$ cat config.mk
export PLATFORM = sky130hd
export DESIGN_NAME = burst_src_framer
export DESIGN_NICKNAME = d
export VERILOG_FILES = /design/src/rtl/lnk_pkg.sv /design/src/rtl/lnk_credit_ctr.sv /design/src/rtl/lnk_par_enc.sv /design/src/rtl/lnk_burst_len.sv /design/src/rtl/burst_src_framer.sv
export SDC_FILE = /design/constraint.sdc
export NUM_CORES = 1
export LEC_CHECK = 0
export BUFFER_PORTS_ARGS = -buffer_cell sky130_fd_sc_hd__buf_2
export CORE_ASPECT_RATIO = 1.1
export CORE_MARGIN = 3
export CORE_UTILIZATION = 35
export CTS_CLUSTER_DIAMETER = 120
export DETAILED_ROUTE_END_ITERATION = 16
export SYNTH_ARGS = -nofsm -noshare
export SYNTH_HDL_FRONTEND = slang
export SYNTH_SLANG_ARGS = --single-unit
$ cat constraint.sdc
create_clock -name clk -period 3.5 [get_ports clk]
set_clock_uncertainty 0.1 [all_clocks]
set_input_delay 0.875 -clock clk [delete_from_list [all_inputs] [get_ports clk]]
set_output_delay 0.875 -clock clk [all_outputs]
set_load 0.005 [all_outputs]
$ cat src/rtl/lnk_pkg.sv
package lnk_pkg;
    localparam int WORD_W = 32;
    localparam int LANES  = WORD_W / 8;

    typedef enum logic [2:0] {
        ST_IDLE,
        ST_REQ,
        ST_GAP,
        ST_WAIT,
        ST_BURST,
        ST_CHK,
        ST_END
    } lnk_state_e;

    typedef struct packed {
        logic [WORD_W-1:0] word;
        logic [LANES-1:0]  flip;
    } tx_sel_t;
endpackage

$ cat src/rtl/lnk_credit_ctr.sv
module lnk_credit_ctr #(
    parameter int W = 4
) (
    input  logic         clk,
    input  logic         rst,
    input  logic         grant,
    input  logic         take,
    output logic [W-1:0] count,
    output logic         avail
);
    localparam logic [W-1:0] TOP = '1;

    always_ff @(posedge clk) begin
        if (rst) begin
            count <= '0;
        end else begin
            case ({grant, take})
                2'b10:   if (count != TOP) count <= count + 1'b1;
                2'b01:   count <= count - 1'b1;
                default: count <= count;
            endcase
        end
    end

    assign avail = (count != '0);
endmodule

$ cat src/rtl/lnk_par_enc.sv
module lnk_par_enc #(
    parameter int LANES = 4
) (
    input  logic [8*LANES-1:0] word,
    output logic [LANES-1:0]   par
);
    for (genvar g = 0; g < LANES; g++) begin : g_lane
        assign par[g] = ~^word[8*g +: 8];
    end
endmodule

$ cat src/rtl/lnk_burst_len.sv
module lnk_burst_len #(
    parameter int LOG = 8
) (
    input  logic [LOG-1:0] remain_low,
    output logic [LOG:0]   len
);
    localparam logic [LOG:0] FULL = {1'b1, {LOG{1'b0}}};

    assign len = (remain_low == '0) ? FULL : {1'b0, remain_low};
endmodule

$ cat src/rtl/burst_src_framer.sv
module burst_src_framer
    import lnk_pkg::*;
#(
    parameter int BURST_WORDS = 256,
    parameter int PLEN_W      = 16,
    parameter int NPKT_W      = 8,
    parameter int CRED_W      = 4,
    localparam int LOG        = $clog2(BURST_WORDS)
) (
    input  logic              clk,
    input  logic              rst,
    input  logic              start_i,
    input  logic [31:0]       route_i,
    input  logic [NPKT_W-1:0] pkt_num_i,
    input  logic [PLEN_W-1:0] pkt_len_i,
    input  logic              connect_i,
    input  logic              ready_i,
    input  logic [31:0]       fifo_word_i,
    input  logic              fifo_empty_i,
    output logic              fifo_rd_o,
    input  logic              inj_par_en_i,
    input  logic [3:0]        inj_par_mask_i,
    input  logic [LOG-1:0]    inj_word_i,
    input  logic              inj_chk_en_i,
    input  logic [31:0]       inj_chk_mask_i,
    output logic              request_o,
    output logic              packet_o,
    output logic              burst_o,
    output logic              dvalid_o,
    output logic              chk_o,
    output logic [31:0]       data_o,
    output logic [3:0]        par_o
);
    localparam logic [PLEN_W-1:0] ONE_LEN = 1;
    localparam logic [NPKT_W-1:0] ONE_PKT = 1;

    lnk_state_e         st;
    logic [NPKT_W-1:0]  pkts_left;
    logic [PLEN_W-1:0]  words_left;
    logic [PLEN_W-1:0]  len_eff;
    logic [LOG:0]       cur_len;
    logic [LOG:0]       idx;
    logic [LOG:0]       next_len;
    logic [WORD_W-1:0]  lrc;
    logic [CRED_W-1:0]  cred_cnt;
    logic               cred_avail;
    logic               cred_take;
    logic               fifo_take;
    logic               last_word;
    tx_sel_t            tx;
    logic               tx_load;
    logic [LANES-1:0]   tx_par;

    assign len_eff   = (pkt_len_i == '0) ? ONE_LEN : pkt_len_i;
    assign fifo_take = (st == ST_BURST) && !fifo_empty_i;
    assign fifo_rd_o = fifo_take;
    assign cred_take = (st == ST_WAIT) && cred_avail;
    assign last_word = (idx == cur_len - 1'b1);

    lnk_credit_ctr #(.W(CRED_W)) u_cred (
        .clk   (clk),
        .rst   (rst),
        .grant (ready_i),
        .take  (cred_take),
        .count (cred_cnt),
        .avail (cred_avail)
    );

    lnk_burst_len #(.LOG(LOG)) u_blen (
        .remain_low (words_left[LOG-1:0]),
        .len        (next_len)
    );

    lnk_par_enc #(.LANES(LANES)) u_par (
        .word (tx.word),
        .par  (tx_par)
    );

    // word selection for the data lines
    always_comb begin
        tx      = '0;
        tx_load = 1'b0;
        case (st)
            ST_IDLE: begin
                if (start_i) begin
                    tx.word = route_i;
                    tx_load = 1'b1;
                end
            end
            ST_BURST: begin
                if (fifo_take) begin
                    tx.word = fifo_word_i;
                    if (inj_par_en_i && (idx == {1'b0, inj_word_i}))
                        tx.flip = inj_par_mask_i;
                    tx_load = 1'b1;
                end
            end
            ST_CHK: begin
                tx.word = inj_chk_en_i ? (lrc ^ inj_chk_mask_i) : lrc;
                tx_load = 1'b1;
            end
            default: begin
                tx_load = 1'b0;
            end
        endcase
    end

    always_ff @(posedge clk) begin
        if (rst) begin
            st         <= ST_IDLE;
            request_o  <= 1'b0;
            packet_o   <= 1'b0;
            burst_o    <= 1'b0;
            dvalid_o   <= 1'b0;
            chk_o      <= 1'b0;
            data_o     <= '0;
            par_o      <= '0;
            pkts_left  <= '0;
            words_left <= '0;
            cur_len    <= '0;
            idx        <= '0;
            lrc        <= '0;
        end else begin
            dvalid_o <= 1'b0;
            chk_o    <= 1'b0;
            if (tx_load) begin
                data_o <= tx.word;
                par_o  <= tx_par ^ tx.flip;
            end
            case (st)
                ST_IDLE: begin
                    if (start_i) begin
                        request_o <= 1'b1;
                        pkts_left <= pkt_num_i;
                        st        <= ST_REQ;
                    end
                end
                ST_REQ: begin
                    if (connect_i) begin
                        packet_o   <= 1'b1;
                        words_left <= len_eff;
                        st         <= ST_WAIT;
                    end
                end
                ST_GAP: begin
                    packet_o   <= 1'b1;
                    words_left <= len_eff;
                    st         <= ST_WAIT;
                end
                ST_WAIT: begin
                    if (cred_avail) begin
                        burst_o <= 1'b1;
                        cur_len <= next_len;
                        idx     <= '0;
                        lrc     <= '0;
                        st      <= ST_BURST;
                    end
                end
                ST_BURST: begin
                    if (fifo_take) begin
                        dvalid_o   <= 1'b1;
                        lrc        <= lrc ^ fifo_word_i;
                        idx        <= idx + 1'b1;
                        words_left <= words_left - 1'b1;
                        if (last_word) st <= ST_CHK;
                    end
                end
                ST_CHK: begin
                    burst_o <= 1'b0;
                    chk_o   <= 1'b1;
                    st      <= (words_left == '0) ? ST_END : ST_WAIT;
                end
                ST_END: begin
                    packet_o <= 1'b0;
                    if (pkts_left <= ONE_PKT) begin
                        request_o <= 1'b0;
                        st        <= ST_IDLE;
                    end else begin
                        pkts_left <= pkts_left - 1'b1;
                        st        <= ST_GAP;
                    end
                end
                default: st <= ST_IDLE;
            endcase
        end
    end
endmodule

# Word-level counts from Yosys, hierarchy flattened
# Index checks and enable logic that the tools add are counted.
# op_classes
n_mux,41
n_eq_ne,19
shift,0
mul,0
bitwise,4
addsub,6
n_lt_le_gt_ge,1
n_reduce_logical,29
n_div,0
# op_table
op,n
two-way mux 32 bit,4
case mux 32 bit (3 select lines),1
case mux 32 bit (2 select lines),1
bitwise XOR 32 bit,2
two-way mux 16 bit,3
case mux 16 bit (3 select lines),1
two-way mux 36 bit,1
logical NOT 16 bit,2
XNOR reduction 8 bit,4
two-way mux 9 bit,3
case mux 3 bit (7 select lines),1
two-way mux 3 bit,6
case mux 9 bit (2 select lines),1
two-way mux 8 bit,2
case mux 8 bit (2 select lines),1
subtractor 16 x 1 -> 16 bit (second input constant),1
inequality test 2 bit (second input constant),7
two-way mux 4 bit,3
AND reduction 3 bit,4
adder 9 x 1 -> 9 bit (second input constant),1
== test 3 bit (second input constant),3
== test 9 x 8 -> 1 bit,1
== test 9 bit,1
subtractor 9 x 1 -> 9 bit (second input constant),1
27 further kinds,45
# word_totals
in_bits,140
romBits,0
reg_bits,122
ramBits,0
output_inout_bits,42
mem_count,0
latchBits,0

# Logic depth before layout (Yosys ltp)
# Gate-level depths: netlist of the first run.
# logic_depth
word_depth,7
mapped_depth,11
mapped_depth_nobuf,10

# Modules after synthesis
# A second synthesis of the first run with hierarchy kept.
# unflattened
hier_cells,868
hier_area_um2,6702.7
# by_module_without_submodules
module,area_each_um2,cells_each,instances
burst_src_framer,6144.6,799,1
lnk_credit_ctr,257.7,30,1
lnk_par_enc,245.2,28,1
lnk_burst_len,55.1,11,1

# Worst setup path after synthesis of the first run
# Ideal clock, no wire load.
# synth_timing
path_type,input port to flip-flop
startpoint,in fifo_empty_i
endpoint,reg par_o[3]
path_buffers,1
path_slack_ps,798
t_required_ps,3327
path_stages,8
t_arrival_ps,2529
path_cell_list,nor4b_4 buf_4 a22oi_1 o21ai_1 xnor2_1 xnor3_1 xnor3_1 nor3_2
# synth_via
elab_chain_len,6
word_cells_on_any_way,9
cone_classes,mux: 5; bitwise: 1; reduce/logical: 3
# synth_lines
element,line,rtl
start: declaration,burst_src_framer.sv:19,"input logic fifo_empty_i,"
logical NOT 1 bit (*),burst_src_framer.sv:55,assign fifo_take = (st == ST_BURST) && !fifo_empty_i;
logical AND 1 bit (*),burst_src_framer.sv:55,
two-way mux 36 bit,burst_src_framer.sv:91,if (fifo_take) begin
case mux 32 bit (3 select lines),burst_src_framer.sv:83,case (st)
XNOR reduction 8 bit,lnk_par_enc.sv:8,assign par[g] = ~^word[8*g +: 8];
bitwise XOR 4 bit,burst_src_framer.sv:128,par_o <= tx_par ^ tx.flip;
end signal: assignment,burst_src_framer.sv:128,
end: declaration,burst_src_framer.sv:32,output logic [3:0] par_o
# Mark *: on every way between the ends. The rest lies on a longest branch, timed or not.
# A chain may end at the register's enable or synchronous reset.

# Final worst setup path of the first run
# layout_timing
startpoint,reg st[1]
endpoint,reg par_o[1]
# layout_via
elab_chain_len,6
word_cells_on_any_way,11
cone_classes,eq/ne: 2; mux: 5; bitwise: 1; reduce/logical: 3
# layout_lines
element,line,rtl
start: declaration,burst_src_framer.sv:37,lnk_state_e st;
start signal: assignment,burst_src_framer.sv:171,st <= (words_left == '0) ? ST_END : ST_WAIT;
== test 3 bit,"burst_src_framer.sv:55, burst_src_framer.sv:83",
logical AND 1 bit,burst_src_framer.sv:55,
two-way mux 36 bit,burst_src_framer.sv:91,
case mux 32 bit (3 select lines),burst_src_framer.sv:83,
XNOR reduction 8 bit,lnk_par_enc.sv:8,
bitwise XOR 4 bit,burst_src_framer.sv:128,
# Parallel ways exist; a longest one is shown, timed or not.

==> results of run 1 <==
## cell usage in the layout (no fill, tap or decap), types with 5 or more instances in the layout
master	netlist	routed
nand2b_1	6	6
nor3_1	24	23
nand3_1	6	6
o21ai_0	45	45
a21oi_1	70	70
inv_1	15	15
nor4_1	7	7
a211oi_1	6	6
dfxtp_1	122	122
buf_2	8	181
clkinvlp_4	0	6
clkbuf_16	0	17
xnor3_1	6	6
or3_1	7	7
a22oi_1	42	42
o21ai_1	15	14
buf_4	6	13
xnor2_1	41	41
nand2_1	113	113
nor2_1	134	134
xor2_1	71	71
ha_1	7	7
a31oi_1	5	5
## state kept, by name (all words and copies together) (netlist names), 3 cells and up
| register | cells |
|---|---|
| cur_len | 9 |
| data_o | 32 |
| idx | 9 |
| lrc | 32 |
| par_o | 4 |
| pkts_left | 8 |
| st | 3 |
| u_cred.count | 4 |
| words_left | 16 |
## final timing paths
check               end  slack [ns]  cells after the start
min reg2reg  data_o[28]        0.36                      2
min          data_o[28]        0.36                      2
max reg2reg    par_o[1]        0.67                      9
max            par_o[1]        0.67                      9
## metal layers
metal | vias up | GRT usage, % | wire, um
li1 | 3249 | - | -
met1 | 2983 | 23.6 | 8640
met2 | 218 | 32.3 | 9340
met3 | 27 | 4.39 | 1580
met4 | 4 | 6.62 | 384
met5 | - | 0 | 21
## metrics by stage
stage | utilization, % | hold WS, ns | total power (uW)
5_1_grt | 45.2 | 0.371 | 4300
2_1_floorplan | - | 0.346 | 2130
4_1_cts | 45.2 | 0.355 | 4130
3_5_place_dp | 42.1 | 0.348 | 2430
6_report | 45.2 | 0.355 | 4080
3_3_place_gp | 42.1 | 0.340 | 2420
## power by group through the flow
| stage | clock network [uW] | registers [uW] | logic [uW] |
|---|---|---|---|
| detailed placement | 0 | 1590 | 833 |
| finish | 1680 | 1560 | 835 |
| global route | 1790 | 1580 | 935 |
| floorplan | 0 | 1570 | 564 |
| global placement | 0 | 1590 | 830 |
| CTS | 1730 | 1560 | 839 |
## layout make-up
type	count	share of cell area [%]
clock buffers	21	5.71
flip-flops and latches	122	29.0
multi-input cells	663	47.2
repair buffers	197	12.6
well taps	243	3.62
inverters	15	0.670
clock inverters	10	1.12
## logic make-up after synthesis
group / after synthesis / synth area share, %
buffers and inverters: 68 / 4.52
and+or+nand+nor: 325 / 21.7
muxes: 2 / 0.299
xor gates and xnor gates: 118 / 16.6
adders and majority gates: 8 / 1.60
AOI/OAI and AO/OA: 210 / 18.8
DFF: 122 / 36.4
## worst register-to-register path, delay by kind of cell, from the launching register on
| kind | cells | cell delay [ns] |
|---|---|---|
| AO/OA/AOI/OAI | 2 | 0.27 |
| XOR/XNOR | 3 | 0.78 |
| buffers and inverters | 2 | 0.60 |
| flip-flops | 1 | 0.45 |
| AND/OR/NAND/NOR | 2 | 0.55 |
==> results.md, run 1 <==
| Group | Item | Reported |
|---|---|---|
| placed design | Placed Instance Area | 0.00784 mm^2 |
| power and ir drop | Switching power summed over all nets | 1170 uW |
| sta | Setup WS post-layout | 0.675 ns |
| cts | CTS Sinks | 122 |
| route | Total number of vias | 6,481 |
| global route | Total congestion overflow | 0 |
| cts | Cell chosen for the clock root | clkbuf_16 |
| power and ir drop | Fraction of power spent switching nets | 28.7% |
| worst hold path | Source of the worst hold timing path | data_o[28] |
| route | Drt drc | 0 |
| cts | Clock buffers created by TritonCTS | 17 |
| global route | Vias in the first global route | 6,269 |
| critical path | CP startpoint kind | flop |
| sta | Final hold violation count | 0 |
| die | # IOs | 182 |
| final layout | Filler Cells Inserted | 1,907 |
| synth | Yosys warns | 0 |
| die | Area of the core | 0.0186 mm^2 |
| sta | Relative slew slack | 29.3% |
| placed design | Final Wtd Congestion | 0.821 |
| sta | Pins over their slew limit | 0 |
| route | Remaining number of nets flagged by the antenna check after routing | 0 |
| cts | TritonCTS clock tree | built |
| synth | Combined area of all synthesized cells | 0.00671 mm^2 |
| critical path | Origin of the critical flop-to-flop path | st[1] |
| worst hold path | Worst min path class | reg -> reg |
| power and ir drop | Leakage power total | 0.00358 uW |
| cts | Skew-Pair Late Insertion Delay | 0.41 ns |
| route | Average detailed-routed wire length per instance | 15.7 um |
| final layout | Final cell count without fillers | 1,271 |
| synth | Library cell with the largest summed area after synthesis | dfxtp_1 |
| critical path | Worst Path Buf+Inv | 2 |
| flow run | Max-cap violation count | 0 |
| sta | RSZ-0062 raised after global routing | no |
| power and ir drop | Relative contribution of the clock network to total power | 41.2% |
| die | Die area | 0.0209 mm^2 |
| synth | Cell variety after synth | 56 |
| synth | EDFF count, synth | 0 |
| sta | Actual transition at the worst max-transition pin | 1.06 ns |
| critical path | Start point of the critical path | st[1] |
| synth | Most used flip-flop cell after synthesis | dfxtp_1 |
| synth | Average cell area after synthesis | 7.86 um^2 |
| sta | Final sum of negative setup slack | 0 ns |
| final layout | Area of the multi-input gates | 0.00397 mm^2 |
| power and ir drop | VDD IR max | 0.000350 V |
| synth | Portion of the post-synthesis area used by sequential elements | 36.4% |
| synth | Syn Inst Count | 853 |
| synth | Async set-or-reset flop fraction in the synthesized netlist | 0% |
| final layout | Syn-to-layout area delta | 25.4% |
| synth | Most common cell in the synthesized netlist | nor2_1 |
| route | Vias/cell | 5.10 |
| sta | Share of the clock period used by the worst path after layout | 80.7% |
| placed design | Number of input and output port buffers inserted | 181 |
| synth | Synthesized netlist net count | 1,001 |
| synth | Dominant cells by area after synthesis | dfxtp_1, xor2_1, nor2_1 |
| power and ir drop | Power share of the combinational group | 20.4% |
| final layout | Layout cell share with drive strength beyond 1 | 23.3% |
| global route | Number of antenna violations at the first check in global routing | 2 |
| global route | Maximum number of pins on one net before global-route repair | 84 |
| global route | Global-route wire length before repair | 31.3 mm |
| critical path | Critical Path AT | 3.05 ns |
| placed design | Post-placement cell count | 1,240 |
| power and ir drop | PD cells | 486 mW/mm^2 |
| die | Horiz. Die Dim | 138 um |
| synth | Most numerous cell types in the synthesized netlist | nor2_1, dfxtp_1, nand2_1 |
| route | Initial DRC Count | 282 |
| cts | Count of cells resized by post-cts repair | 0 |
| final layout | Post-layout net count | 1,164 |
| cts | Number of hold buffers added after cts | 0 |
| sta | Achievable clock frequency | 354 MHz |
| critical path | Delay of the slowest critical-path stage | 0.46 ns |
| sta | Crit path time final | 2.83 ns |
| critical path | Critical-path cell list | buf_4 -> nor4b_4 -> buf_4 -> a22oi_1 -> o21ai_0 -> xnor2_1 -> xnor3_1 -> xnor2_1 -> nor3_1 |
| critical path | Required time of the critical path | 3.72 ns |
| placed design | Worst-case setup slack after placement | 0.382 ns |
| route | Number of detailed-route iterations in the first pass | 4 |
| die | Initial core utilization | 36.0% |
| critical path | Critical-path maximum fanout | 22 |
| power and ir drop | Internal Power | 2910 uW |
| sta | Count of final setup violators | 0 |
| critical path | CP endpoint kind | flop |
| global route | Overall global routing resource usage | 19.0% |
| final layout | Register area | 0.00244 mm^2 |
| placed design | HPWL after detailed placement | 14.3 mm |
| synth | Synth Register Bits | 122 |
| die | Total number of placement rows | 52 |
| cts | Maximum buffer depth of the clock tree | 2 |
| cts | Buffer count from post-CTS setup fixing | 0 |
| synth | Top-area cell type share of the netlist area | 36.4% |
| final layout | Final design instance area without fill | 0.00841 mm^2 |
| final layout | Count of antenna diodes in the layout | 0 |
| cts | Clock slew seen by the registers of the worst setup and hold paths | 0.05 ns |
| route | Post-Route WL | 20.0 mm |
| critical path | Crit path max-delay cell type | xnor3_1 |
| run status | Result of the run | complete, no violations |
| critical path | Cell family with most CP delay | XOR/XNOR gates |
| die | Chip Height | 151 um |
| cts | Deepest level of the CTS H-tree | 4 |
| critical path | Kind of critical path | reg -> reg |
| power and ir drop | Sequential fraction of design power | 38.3% |
No activity file was read; power rests on OpenSTA's default activity.
==> inputs of run 2 (changes only) <==
- ABC_AREA: default -> 1
- clock period: 3.5 -> 2.91 ns (I/O delays scaled with it)
==> results.md, run 2 <==
| Group | Item | Reported | Delta |
|---|---|---|---|
| cts | Number of hold buffers added after cts | 0 | unchanged |
| final layout | Commonest cells after routing, fill and taps aside | nand2_1, buf_2, inv_1 |  |
| synth | Async set-or-reset flop fraction in the synthesized netlist | 0% | unchanged |
| die | Initial core utilization | 36.2% | +0.13 points |
| worst hold path | Worst min path class | reg -> reg |  |
| synth | Library cell with the largest summed area after synthesis | dfxtp_1 |  |
| synth | Average cell area after synthesis | 6.06 um^2 | -23% |
| sta | Setup WS post-layout | 0.467 ns | -0.208 ns |
| run status | Result of the run | complete, no violations |  |
| cts | Clock slew seen by the registers of the worst setup and hold paths | 0.07 ns | +0.02 ns |
| critical path | Kind of critical path | reg -> out |  |
| power and ir drop | Internal Power | 3910 uW | +34% |
| synth | Most numerous cell types in the synthesized netlist | nand2_1, inv_1, nor2_1 |  |
| critical path | Critical Path AT | 1.62 ns | -1.43 ns |
| placed design | HPWL after detailed placement | 18.5 mm | +30% |
| die | Chip Height | 163 um | +7.7% |
| synth | Cell variety after synth | 40 | -29% |
| synth | Most common cell in the synthesized netlist | nand2_1 |  |
| critical path | Required time of the critical path | 2.08 ns | -1.64 ns |
| die | # IOs | 182 | unchanged |
| sta | Final sum of negative setup slack | 0 ns | unchanged |
| power and ir drop | Power share of the combinational group | 32.4% | +12 points |
| cts | TritonCTS clock tree | built |  |
| sta | Achievable clock frequency | 409 MHz |  |
| sta | Count of final setup violators | 0 | unchanged |
| power and ir drop | Leakage power total | 0.00468 uW | +31% |
| route | Drt drc | 0 | unchanged |
| placed design | Worst-case setup slack after placement | 0.372 ns | -0.0102 ns |
| critical path | CP startpoint kind | flop |  |
| global route | Number of antenna violations at the first check in global routing | 2 | unchanged |
| route | Remaining number of nets flagged by the antenna check after routing | 0 | unchanged |
| power and ir drop | PD cells | 647 mW/mm^2 | +33% |
| synth | Dominant cells by area after synthesis | dfxtp_1, nand2_1, a21oi_1 |  |
| final layout | Leading registers by flop count | data_o x32, lrc x32, words_left x16 |  |
| global route | Vias in the first global route | 8,002 | +28% |
| synth | Synthesized netlist net count | 1,439 | +44% |
| die | Area of the core | 0.0217 mm^2 | +16% |
| power and ir drop | Relative contribution of the clock network to total power | 34.7% | -6.5 points |
| final layout | Post-layout net count | 1,605 | +38% |
| cts | Skew-Pair Late Insertion Delay | 0.42 ns | about the same |
| sta | Actual transition at the worst max-transition pin | 0.670 ns | -0.385 ns |
| synth | Yosys warns | 0 | unchanged |
| synth | Synth Register Bits | 122 | unchanged |
| cts | CTS Sinks | 122 | unchanged |
| die | Horiz. Die Dim | 149 um | +7.7% |
| cts | Clock buffers created by TritonCTS | 17 | unchanged |
| cts | Count of cells resized by post-cts repair | 0 | unchanged |
| route | Initial DRC Count | 478 | +70% |
| sta | Pins over their slew limit | 0 | unchanged |
| placed design | Number of input and output port buffers inserted | 181 | unchanged |
| cts | Deepest level of the CTS H-tree | 4 | unchanged |
| synth | Combined area of all synthesized cells | 0.00783 mm^2 | +17% |
| power and ir drop | Switching power summed over all nets | 2350 uW | +100% |
| power and ir drop | Fraction of power spent switching nets | 37.5% | +8.8 points |
| flow run | Max-cap violation count | 0 | unchanged |
| synth | Syn Inst Count | 1,291 | +51% |
| route | Number of detailed-route iterations in the first pass | 5 | +1 |
| cts | Buffer count from post-CTS setup fixing | 0 | unchanged |
| final layout | Syn-to-layout area delta | 23.5% |  |
| route | Average detailed-routed wire length per instance | 14.4 um | -8.2% |
| final layout | Leading cell type in the layout, fill and taps excluded | nand2_1 |  |
| power and ir drop | VDD IR max | 0.000419 V | +20% |
| critical path | Critical-path maximum fanout | 24 | +9.1% |
| die | Total number of placement rows | 56 | +7.7% |
| die | Die area | 0.0242 mm^2 | +16% |
| placed design | Final Wtd Congestion | 0.835 | +1.6% |
| critical path | CP endpoint kind | output port |  |
| route | Vias/cell | 5.01 | -1.7% |
| final layout | Layout cell share with drive strength beyond 1 | 17.7% | -5.7 points |
| synth | Top-area cell type share of the netlist area | 31.2% | -5.2 points |
| route | Total number of vias | 8,826 | +36% |
| sta | Relative slew slack | 55.3% | +26 points |
| global route | Overall global routing resource usage | 20.4% | +1.4 points |
| route | Post-Route WL | 25.4 mm | +27% |
| power and ir drop | Sequential fraction of design power | 32.8% | -5.5 points |
| cts | Maximum buffer depth of the clock tree | 2 | unchanged |
| cts | Cell chosen for the clock root | clkbuf_16 |  |
| sta | RSZ-0062 raised after global routing | no |  |
| global route | Global-route wire length before repair | 39.8 mm | +27% |
| sta | Final hold violation count | 0 | unchanged |
| synth | Most used flip-flop cell after synthesis | dfxtp_1 |  |
| synth | EDFF count, synth | 0 | unchanged |
| sta | Share of the clock period used by the worst path after layout | 84.0% |  |
| power and ir drop | Tot Pwr | 6250 uW | +53% |
| synth | Portion of the post-synthesis area used by sequential elements | 31.2% | -5.2 points |
| global route | Total congestion overflow | 0 | unchanged |
| sta | Crit path time final | 2.44 ns |  |
| global route | Maximum number of pins on one net before global-route repair | 40 | -52% |
[run 2: logic make-up after synthesis]
group                    share of synthesized area, %
adder cells (fa/ha/maj)                          1.37
buffers and inverters                            9.94
XOR/XNOR                                         2.64
AO/OA/AOI/OAI                                    15.4
AND/OR/NAND/NOR                                  39.4
flip-flops                                       31.2
[run 2: power by group through the flow]
stage / sequential (uW) / combinational, uW / clock, uW
final: 2050 / 2030 / 2170
after global placement: 2090 / 2000 / 0
after detailed placement: 2090 / 2020 / 0
after global routing: 2080 / 2310 / 2290
after CTS: 2050 / 2040 / 2200
after floorplan: 2060 / 1420 / 0
[run 2: layout make-up]
type	count	area [um^2]
fill	2343	12000
multi-input combinational	976	4620
sequential	122	2440
timing repair buffer	201	1130
inverter	139	522
clock buffer	17	425
tap	290	363
clock inverter	15	165
antenna	1	2.50
[run 2: per-stage QoR]
stage          std cells  hold WS, ns  util (%)  cell area (um^2)
5_1_grt             1761        0.373      44.7              9670
3_3_place_gp        1728        0.347      41.9              9070
2_1_floorplan       1291        0.343         -              7830
4_1_cts             1760        0.359      44.6              9670
6_report            1761        0.358      44.7              9670
3_5_place_dp        1728        0.350      41.9              9070
[run 2: path summary, 6_finish.rpt]
kind / start / end / slack, ns / cells after the start
min reg2reg: data_o[5] / data_o[5] / 0.36 / 2
min: data_o[5] / data_o[5] / 0.36 / 2
max reg2reg: st[2] / pkts_left[1] / 0.51 / 9
max: st[2] / fifo_rd_o / 0.47 / 5
[run 2: critical path, stage by stage, from the launching register on]
cell     delay (ns)
dfxtp_1        0.34
buf_4          0.28
nand2_2        0.13
nor2_4         0.11
buf_12         0.19
buf_2          0.14
[run 2: metal layers]
layer	GRT usage (%)	wire, um	share of wire [%]	up-vias
met5	0	20	0.079	-
met4	5.42	332	1.3	2
li1	-	-	-	4581
met3	4.43	1810	7.1	30
met1	26.4	11100	44	3956
met2	34.6	12100	48	257
==> inputs of run 3 (changes only) <==
- clock period: 2.91 -> 2.1 ns (I/O delays scaled with it)
==> results.md, run 3 (same netlist as run 2, synthesis figures left out) <==
| Group | Item | Reported | Delta |
|---|---|---|---|
| run status | Result of the run | complete, no violations |  |
| power and ir drop | Relative contribution of the clock network to total power | 32.6% | -2.1 points |
| cts | TritonCTS clock tree | built |  |
| sta | RSZ-0062 raised after global routing | yes |  |
| cts | Maximum buffer depth of the clock tree | 2 | unchanged |
| die | Horiz. Die Dim | 149 um | unchanged |
| die | Total number of placement rows | 56 | unchanged |
| sta | Pins over their slew limit | 0 | unchanged |
| final layout | Layout cell share with drive strength beyond 1 | 25.5% | +7.8 points |
| power and ir drop | Switching power summed over all nets | 3280 uW | +40% |
| cts | Number of hold buffers added after cts | 0 | unchanged |
| cts | Clock buffers created by TritonCTS | 17 | unchanged |
| power and ir drop | Fraction of power spent switching nets | 35.9% | -1.6 points |
| sta | Share of the clock period used by the worst path after layout | 96.6% |  |
| critical path | Required time of the critical path | 1.47 ns | -0.61 ns |
| final layout | Count of antenna diodes in the layout | 0 | -1 |
| route | Drt drc | 0 | unchanged |
| placed design | Worst-case setup slack after placement | -0.0876 ns | -0.460 ns |
| placed design | Final Wtd Congestion | 0.869 | +4.1% |
| global route | Maximum number of pins on one net before global-route repair | 64 | +60% |
| power and ir drop | Power share of the combinational group | 36.1% | +3.7 points |
| critical path | Critical-path cell list | nor2_4 -> nand2_4 -> nor2_4 -> buf_12 -> buf_6 |  |
| critical path | Crit path max-delay cell type | dfxtp_4 |  |
| power and ir drop | PD cells | 856 mW/mm^2 | +32% |
| die | # IOs | 182 | unchanged |
| sta | Count of final setup violators | 0 | unchanged |
| route | Average detailed-routed wire length per instance | 14.5 um | +0.75% |
| final layout | Syn-to-layout area delta | 36.0% |  |
| sta | Worst Hold Margin | 0.274 ns | -0.0839 ns |
| sta | Setup WS post-layout | 0.0707 ns | -0.396 ns |
| final layout | Commonest cells after routing, fill and taps aside | nand2_1, buf_2, inv_1 |  |
| sta | Relative slew slack | 70.5% | +15 points |
| die | Area of the core | 0.0217 mm^2 | unchanged |
| route | Vias/cell | 4.99 | -0.46% |
| critical path | Most common cell type on the critical path | nor2_4 |  |
| critical path | Worst R2R Setup Slack | 0.12 ns | -0.39 ns |
| route | Number of detailed-route iterations in the first pass | 5 | unchanged |
| sta | Achievable clock frequency | 493 MHz |  |
| sta | Final hold violation count | 0 | unchanged |
| critical path | Critical-path maximum fanout | 8 | -67% |
| global route | Number of antenna violations at the first check in global routing | 1 | -1 |
| power and ir drop | Sequential fraction of design power | 31.3% | -1.5 points |
| critical path | Delay of the slowest critical-path stage | 0.36 ns | +0.02 ns |
| global route | Total congestion overflow | 0 | unchanged |
| route | Post-Route WL | 26.5 mm | +4.4% |
| critical path | Kind of critical path | reg -> out |  |
| critical path | CP startpoint kind | flop |  |
| critical path | Critical Path AT | 1.40 ns | -0.22 ns |
| cts | Skew-Pair Late Insertion Delay | 0.41 ns | about the same |
| flow run | Max-cap violation count | 0 | unchanged |
| cts | Cell chosen for the clock root | clkbuf_16 |  |
| global route | Overall global routing resource usage | 20.9% | +0.41 points |
| route | Remaining number of nets flagged by the antenna check after routing | 0 | unchanged |
| power and ir drop | Leakage power total | 0.00513 uW | +9.6% |
| global route | Global-route wire length before repair | 40.6 mm | +1.9% |
| cts | CTS Sinks | 122 | unchanged |
| power and ir drop | VDD IR max | 0.000582 V | +39% |
| sta | Crit path time final | 2.03 ns |  |
| placed design | Number of input and output port buffers inserted | 181 | unchanged |
| cts | Clock slew seen by the registers of the worst setup and hold paths | 0.06 ns | about the same |
| power and ir drop | Tot Pwr | 9110 uW | +46% |
| power and ir drop | Internal Power | 5840 uW | +49% |
| die | Chip Height | 163 um | unchanged |
| global route | Vias in the first global route | 8,295 | +3.7% |
| die | Initial core utilization | 36.2% | unchanged |
| placed design | HPWL after detailed placement | 19.2 mm | +3.5% |
| final layout | Leading registers by flop count | data_o x32, lrc x32, words_left x16 |  |
| final layout | Leading cell type in the layout, fill and taps excluded | nand2_1 |  |
| worst hold path | Worst min path class | in -> reg |  |
| cts | Deepest level of the CTS H-tree | 4 | unchanged |
| critical path | CP endpoint kind | output port |  |
| sta | Actual transition at the worst max-transition pin | 0.439 ns | -0.231 ns |
| final layout | Post-layout net count | 1,669 | +4.0% |
| route | Total number of vias | 9,100 | +3.1% |
| die | Die area | 0.0242 mm^2 | unchanged |
| route | Initial DRC Count | 446 | -6.7% |
run 3: area by class of cell:
| type | count | area, um^2 |
|---|---|---|
| Tap cell | 290 | 363 |
| Sequential cell | 122 | 2450 |
| Clock inverter | 12 | 149 |
| Inverter | 139 | 527 |
| Timing Repair Buffer | 265 | 1850 |
| Multi-Input combinational cell | 976 | 4870 |
| Clock buffer | 20 | 437 |
| Fill cell | 2250 | 11000 |
run 3: power groups by stage:
| stage | combinational (uW) | sequential (uW) | clock [uW] |
|---|---|---|---|
| 2_1_floorplan | 1970 | 2850 | 0 |
| 5_1_grt | 3730 | 2890 | 3140 |
| 3_3_place_gp | 3070 | 2880 | 0 |
| 3_5_place_dp | 3100 | 2880 | 0 |
| 6_report | 3290 | 2850 | 2970 |
| 4_1_cts | 3130 | 2840 | 3040 |
run 3: per-layer routing:
metal  track usage, %  share of wire [%]  vias up  wire length (um)
li1                 -                  -     4693                 -
met1             26.4                 44     4117             11600
met2             35.6                 48      250             12700
met3             3.40                6.0       38              1580
met4             7.81                2.5        2               653
met5                0              0.057        -                15
run 3: what timing repair did:
| item | CTS | global route |
|---|---|---|
| endpoints found under the hold margin | 0 | 0 |
| gates resized for setup | 6 | 90 |
| setup buffers | 1 | 9 |
| gates cloned | 0 | 6 |
| pin swaps | 1 | 27 |
| setup endpoints to repair | 2 | 30 |
run 3: per-stage QoR:
step                      utilization (%)  TNS, ns  area, um^2  cells
final                                49.2        0       10700   1824
after global routing                 49.2   -0.135       10700   1824
after CTS                            46.8  -0.0486       10100   1809
after detailed placement             44.0   -0.549        9520   1776
after global placement               44.0   -0.188        9520   1776
after floorplan                         -        0        7830   1291
run 3: worst max-delay path, delay by kind of cell (launching register included):
kind	cells	cell delay, ns
buf+inv	2	0.24
flops	1	0.36
simple gates	3	0.39
run 3: path summary, 6_finish.rpt:
path           startpoint            to  depth (start not counted)
max reg2reg         st[1]      par_o[1]                         18
max                 st[1]     fifo_rd_o                          5
min reg2reg     data_o[8]     data_o[8]                          2
min          pkt_num_i[4]  pkts_left[4]                          3
